==> src/rtl/eitc_pkg.sv <==
package eitc_pkg;

    typedef enum logic {
        LN_IDLE = 1'b0,
        LN_PEND = 1'b1
    } line_state_e;

    typedef struct packed {
        logic sense;
        logic enable;
        logic both;
        logic level;
    } line_cfg_t;

    localparam int F_SENSE  = 0;
    localparam int F_STATUS = 1;
    localparam int F_CLEAR  = 2;
    localparam int F_ENABLE = 3;
    localparam int F_BOTH   = 4;
    localparam int F_LEVEL  = 5;
    localparam int N_FIELDS = 6;

    function automatic int fpos(input int field, input int line, input int stride);
        return line + field * stride;
    endfunction

endpackage

==> src/rtl/eitc_sync.sv <==
module eitc_sync #(
    parameter int WIDTH  = 4,
    parameter int STAGES = 2
) (
    input  logic             clk,
    input  logic             rst_n,
    input  logic [WIDTH-1:0] din,
    output logic [WIDTH-1:0] dout
);
    for (genvar b = 0; b < WIDTH; b++) begin : g_bit
        logic [STAGES-1:0] chain;
        always_ff @(posedge clk or negedge rst_n) begin
            if (!rst_n) chain <= '0;
            else        chain <= {chain[STAGES-2:0], din[b]};
        end
        assign dout[b] = chain[STAGES-1];
    end
endmodule

==> src/rtl/eitc_line.sv <==
module eitc_line
    import eitc_pkg::*;
(
    input  logic      clk,
    input  logic      rst_n,
    input  logic      pin_s,
    input  line_cfg_t cfg,
    input  logic      clr,
    output logic      status
);
    line_state_e state, state_nx;
    logic        prev;
    logic        rise, fall, edge_evt, lvl_active;

    always_ff @(posedge clk or negedge rst_n) begin
        if (!rst_n) prev <= 1'b0;
        else        prev <= pin_s;
    end

    always_comb begin
        rise       = pin_s & ~prev;
        fall       = ~pin_s & prev;
        edge_evt   = cfg.both ? (rise | fall) : (cfg.sense ? rise : fall);
        lvl_active = (pin_s == cfg.sense);
    end

    always_comb begin
        state_nx = state;
        unique case (state)
            LN_IDLE: begin
                if (cfg.level) state_nx = lvl_active ? LN_PEND : LN_IDLE;
                else           state_nx = edge_evt ? LN_PEND : LN_IDLE;
            end
            LN_PEND: begin
                if (cfg.level)               state_nx = lvl_active ? LN_PEND : LN_IDLE;
                else if (clr && !edge_evt)   state_nx = LN_IDLE;
                else                         state_nx = LN_PEND;
            end
            default: state_nx = LN_IDLE;
        endcase
    end

    always_ff @(posedge clk or negedge rst_n) begin
        if (!rst_n) state <= LN_IDLE;
        else        state <= state_nx;
    end

    always_comb begin
        status = (state == LN_PEND);
    end

    AST_EDGE_SETS: assert property (@(posedge clk) disable iff (!rst_n)
        (!cfg.level && edge_evt) |=> status);

    AST_STICKY: assert property (@(posedge clk) disable iff (!rst_n)
        (!cfg.level && status && !clr) |=> status);

    AST_LEVEL_FOLLOW: assert property (@(posedge clk) disable iff (!rst_n)
        (cfg.level && (pin_s != cfg.sense)) |=> !status);

endmodule

==> src/rtl/ext_irq_trigger_ctrl.sv <==
module ext_irq_trigger_ctrl
    import eitc_pkg::*;
#(
    parameter int N_LINES    = 4,
    parameter int REG_W      = 32,
    parameter int ALT_LAYOUT = 0
) (
    input  logic               clk,
    input  logic               rst_n,
    input  logic [N_LINES-1:0] pin_in,
    input  logic               wr_en,
    input  logic [REG_W-1:0]   wr_data,
    output logic [REG_W-1:0]   rd_data,
    output logic [N_LINES-1:0] irq_line,
    output logic               irq_any
);
    localparam int STRIDE = (ALT_LAYOUT != 0) ? N_LINES + 1 : N_LINES;
    localparam int TOP_BIT = (N_LINES - 1) + (N_FIELDS - 1) * STRIDE;

    initial begin
        if (TOP_BIT >= REG_W) $error("register too narrow for layout");
    end

    logic [N_LINES-1:0] pin_s;
    logic [N_LINES-1:0] clr;
    logic [N_LINES-1:0] status;
    line_cfg_t          cfg [N_LINES];

    eitc_sync #(.WIDTH(N_LINES), .STAGES(2)) u_sync (
        .clk   (clk),
        .rst_n (rst_n),
        .din   (pin_in),
        .dout  (pin_s)
    );

    for (genvar n = 0; n < N_LINES; n++) begin : g_line
        localparam int P_SENSE  = fpos(F_SENSE,  n, STRIDE);
        localparam int P_STATUS = fpos(F_STATUS, n, STRIDE);
        localparam int P_CLEAR  = fpos(F_CLEAR,  n, STRIDE);
        localparam int P_ENABLE = fpos(F_ENABLE, n, STRIDE);
        localparam int P_BOTH   = fpos(F_BOTH,   n, STRIDE);
        localparam int P_LEVEL  = fpos(F_LEVEL,  n, STRIDE);

        always_ff @(posedge clk or negedge rst_n) begin
            if (!rst_n) begin
                cfg[n] <= '0;
            end else if (wr_en) begin
                cfg[n].sense  <= wr_data[P_SENSE];
                cfg[n].enable <= wr_data[P_ENABLE];
                cfg[n].both   <= wr_data[P_BOTH];
                cfg[n].level  <= wr_data[P_LEVEL];
            end
        end

        assign clr[n] = wr_en & wr_data[P_CLEAR];

        eitc_line u_line (
            .clk    (clk),
            .rst_n  (rst_n),
            .pin_s  (pin_s[n]),
            .cfg    (cfg[n]),
            .clr    (clr[n]),
            .status (status[n])
        );

        assign irq_line[n] = status[n] & cfg[n].enable;

        AST_CFG_WRITE: assert property (@(posedge clk) disable iff (!rst_n)
            wr_en |=> (rd_data[P_ENABLE] == $past(wr_data[P_ENABLE]))
                   && (rd_data[P_LEVEL] == $past(wr_data[P_LEVEL])));

        AST_CLEAR_ZERO: assert property (@(posedge clk) disable iff (!rst_n)
            wr_en |=> !rd_data[P_CLEAR]);

        AST_STATUS_RO: assert property (@(posedge clk) disable iff (!rst_n)
            (wr_en && wr_data[P_STATUS] && !rd_data[P_STATUS] && !cfg[n].level
             && pin_s[n] == $past(pin_s[n])) |=> !rd_data[P_STATUS]);
    end

    always_comb begin
        rd_data = '0;
        for (int n = 0; n < N_LINES; n++) begin
            rd_data[fpos(F_SENSE,  n, STRIDE)] = cfg[n].sense;
            rd_data[fpos(F_STATUS, n, STRIDE)] = status[n];
            rd_data[fpos(F_ENABLE, n, STRIDE)] = cfg[n].enable;
            rd_data[fpos(F_BOTH,   n, STRIDE)] = cfg[n].both;
            rd_data[fpos(F_LEVEL,  n, STRIDE)] = cfg[n].level;
        end
    end

    assign irq_any = |irq_line;

endmodule

==> config.mk <==
export PLATFORM = sky130hd
export DESIGN_NAME = ext_irq_trigger_ctrl
export DESIGN_NICKNAME = d
export VERILOG_FILES = /design/src/rtl/eitc_pkg.sv /design/src/rtl/eitc_sync.sv /design/src/rtl/eitc_line.sv /design/src/rtl/ext_irq_trigger_ctrl.sv
export SDC_FILE = /design/constraint.sdc
export NUM_CORES = 1
export LEC_CHECK = 0
export BUFFER_PORTS_ARGS = -buffer_cell sky130_fd_sc_hd__clkbuf_2
export CORE_MARGIN = 2
export CORE_UTILIZATION = 45
export CTS_CLUSTER_SIZE = 20
export DETAILED_ROUTE_END_ITERATION = 7
export GPL_TIMING_DRIVEN = 0
export PLACE_DENSITY = 0.87
export SLEW_MARGIN = 20
export SYNTH_ARGS = -nofsm -noshare
export SYNTH_HDL_FRONTEND = slang
export SYNTH_SLANG_ARGS = --single-unit
export TNS_END_PERCENT = 30
==> constraint.sdc <==
create_clock -name clk -period 3.3 [get_ports clk]
set_input_delay 0.33 -clock clk [delete_from_list [all_inputs] [get_ports clk]]
set_output_delay 0.33 -clock clk [all_outputs]
set_load 0.005 [all_outputs]
==> results.yml <==
yosys:
  ys_top_cells_by_area: "sky130_fd_sc_hd__dfrtp_1 54%, sky130_fd_sc_hd__mux2_2 12%, sky130_fd_sc_hd__buf_4 8.6%"
  synthesis.yosys.warnings: 0
  synth-edff-count: 0
  yosys_most_used_dff: "sky130_fd_sc_hd__dfrtp_1"
  yosysUniqueCellTypes: 17
  post_synth_instance_area_um2: 1489
  ys_seq_area_frac: 0.5378
  post-synth-top-area-fraction: 0.5378
  library_cell_with_the_largest_summed_area_after_synthesis: "sky130_fd_sc_hd__dfrtp_1"
  syn_avg_cell_area_um2: 12.84
  instance_count_of_the_mapped_netlist: 116
  synth.ff_latch_count: 32
  synth-async-reset-ratio: 1.000
grt:
  grt_pass1_wl_mm: 4.326
  grt_start_max_net_pins: 33
  first_global_vias: 1044
  track_usage: 0.1637
  number_of_antenna_violations_at_the_first_check_in_global_routing: 0
  grt_remaining_overflow: 0
hold_path:
  hold_path.class: "in -> async"
final_layout:
  area_growth_pct: 27.56
  top_library_cells_by_usage_in_the_layout_fill_and_taps_aside: "51 x sky130_fd_sc_hd__clkbuf_2, 32 x sky130_fd_sc_hd__dfrtp_1, 17 x sky130_fd_sc_hd__buf_4, 16 x sky130_fd_sc_hd__mux2_2"
  final_nets: 232
  drive_above_1_share: 0.5054
  num-fill-cells: 287
  n_antenna_cell: 0
  layout.cells.most_common: "sky130_fd_sc_hd__clkbuf_2"
power_and_ir_drop:
  net-switching-power_w: 0.0002244
  p_total_w: 0.0008643
  max-vdd-ir-drop_uv: 304.5
  comb_power_share: 0.200
  power_switching_share: 0.2596
  p_clk_frac: 0.265
  power.leakage_nw: 1.033
  cellPowerDensity_nw_per_um2: 455.1
  seq_power_share: 0.536
  intPower_w: 0.0006400
cts:
  cts_tree: "built"
  max-clock-path-buffers: 2
  h-tree-depth: 2
  ctsRootBufferMaster: "sky130_fd_sc_hd__clkbuf_4"
  ctsHoldBuffers: 0
  worst_skew_pair.late_latency_ps: 320
  post_cts.resized_instances: 0
  cts_setup_buffers: 0
  cts.reportedPaths.clkPinSlew_ps: 90
  numClockSinks: 32
  cts_made_buffers: 5
route:
  firstDrtPassIters: 3
  drt_drc_violations_left: 0
  vias_per_cell: 4.513
  post_drt_wl_per_cell_um: 11.67
  drt_first_iter_violations: 16
  detailroute.via_count: 1038
  ant_nets: 0
  wl_mm: 2.684
timing:
  report.final.setup_viol: 0
  worst_slew_margin_rel: 0.4906
  finalHoldViolCount: 0
  finalHoldWorstSlack_ps: 64.90
  setup_tns_ps: 0
  time_the_final_worst_path_needs_with_i_o_delays_and_setup_ps: 1882
  slew_worst_pin_ps: 764.1
  slew_violations: 0
  timing.fmax_mhz: 531.4
  finalCritPeriodShare: 0.5702
  clock-skew-final_ps: 2.995
  unrepaired_setup_endpoints_after_global_routing: "no"
floorplanning:
  die-area_um2: 3785
  die_height_um: 61.52
  die-width_um: 61.52
  floorplan_row_count: 20
  initial_utilization: 0.4798
  area_of_the_core_um2: 3103
  io_pins: 76
flow_run:
  max-cap-violations: 0
place:
  gp_congestion: 0.7011
  i_o_buffers: 51
  dp.final_hpwl_mm: 2.087
outcome:
  outcome: "finished clean"
setup_path:
  timing.critical_path.fanout_max: 3
  required_ps: 2970
  path_class: "reg -> out"
  crit_arrival_ps: 1550
  r2r-end: "g_line[1].u_line.status"
  rr_worst_depth: 4
  regToRegStartpoint: "u_sync.g_bit[1].chain[1]"
  setup.worst_path.start_class: "flop"
  regToRegSetupSlack_ps: 1980
  setup.worst_path.end_class: "output port"
[Yosys cell counts (2+ instances only)]
master	count
sky130_fd_sc_hd__dfrtp_1	32
sky130_fd_sc_hd__buf_4	17
sky130_fd_sc_hd__mux2_2	16
sky130_fd_sc_hd__inv_1	12
sky130_fd_sc_hd__ha_1	8
sky130_fd_sc_hd__a221o_1	4
sky130_fd_sc_hd__a2bb2oi_1	4
sky130_fd_sc_hd__mux2i_1	4
sky130_fd_sc_hd__nor2_1	4
sky130_fd_sc_hd__xor2_1	4
sky130_fd_sc_hd__and2_1	3
sky130_fd_sc_hd__nand2_1	2
sky130_fd_sc_hd__nand2_2	2
[worst max-delay path: stages, from the launching register on]
cell and delay, ps:
sky130_fd_sc_hd__dfrtp_1 410, sky130_fd_sc_hd__and2_1 180, sky130_fd_sc_hd__or4_1 510, sky130_fd_sc_hd__clkbuf_2 130
[kinds of logic after synthesis]
logic type,count (synthesis),synth area share
DFF,32,0.5378
buffers and inverters,30,0.1235
muxes,20,0.1479
and+or+nand+nor,13,0.04706
adders and majority gates,8,0.06723
AOI/OAI and AO/OA,8,0.05042
xor gates and xnor gates,4,0.02353
other,1,0.002519
[state kept, by name (all words and copies together) (netlist names)]
| name | flops |
|---|---|
| g_line.u_line.status | 4 |
| g_line.u_line.prev | 4 |
| rd_data | 16 |
| u_sync.g_bit.chain | 8 |
[worst max path at each step]
stage               endpoint                     from
floorplan            irq_any              rd_data[13]
global placement     irq_any              rd_data[12]
detailed placement   irq_any  g_line[0].u_line.status
CTS                  irq_any  g_line[0].u_line.status
global route         irq_any              rd_data[12]
finish               irq_any  g_line[0].u_line.status
[power by group through the flow]
stage / registers [W] / clock network (W) / logic (W)
after floorplan: 0.000465 / 0 / 0.0000996
after global placement: 0.000469 / 0 / 0.000170
after detailed placement: 0.000471 / 0 / 0.000175
after CTS: 0.000464 / 0.000239 / 0.000176
after global routing: 0.000469 / 0.000262 / 0.000195
final: 0.000463 / 0.000229 / 0.000173
[area by class of cell]
cell class              count  area (um2)  share of cell area
flip-flops and latches     32       800.8              0.4216
multi-input cells          65       545.5              0.2872
repair buffers             51       255.2              0.1344
plain buffers              18       138.9             0.07312
clock buffers               8       58.81             0.03096
well taps                  44       55.05             0.02899
inverters                  12       45.04             0.02372
[routing by layer]
| layer | routed length, um | share of wire | vias up | GRT usage |
|---|---|---|---|---|
| li1 | - | - | 495 | - |
| met1 | 1095 | 0.41 | 488 | 0.1761 |
| met2 | 1323 | 0.49 | 50 | 0.2842 |
| met3 | 223 | 0.083 | 5 | 0.05672 |
| met4 | 42 | 0.016 | 0 | 0.08207 |
| met5 | 0 | 0 | - | 0 |
[metrics by stage]
| step | cell area (um2) | setup WS, ps | instances | utilization |
|---|---|---|---|---|
| CTS | 1899 | 1391 | 230 | 0.6121 |
| global route | 1899 | 1342 | 230 | 0.6121 |
| finish | 1899 | 1418 | 230 | 0.6121 |
| floorplan | 1530 | 1901 | 127 | - |
| global placement | 1841 | 1793 | 222 | 0.5931 |
| detailed placement | 1841 | 1764 | 222 | 0.5931 |
Power figures use the tool's default switching activity.
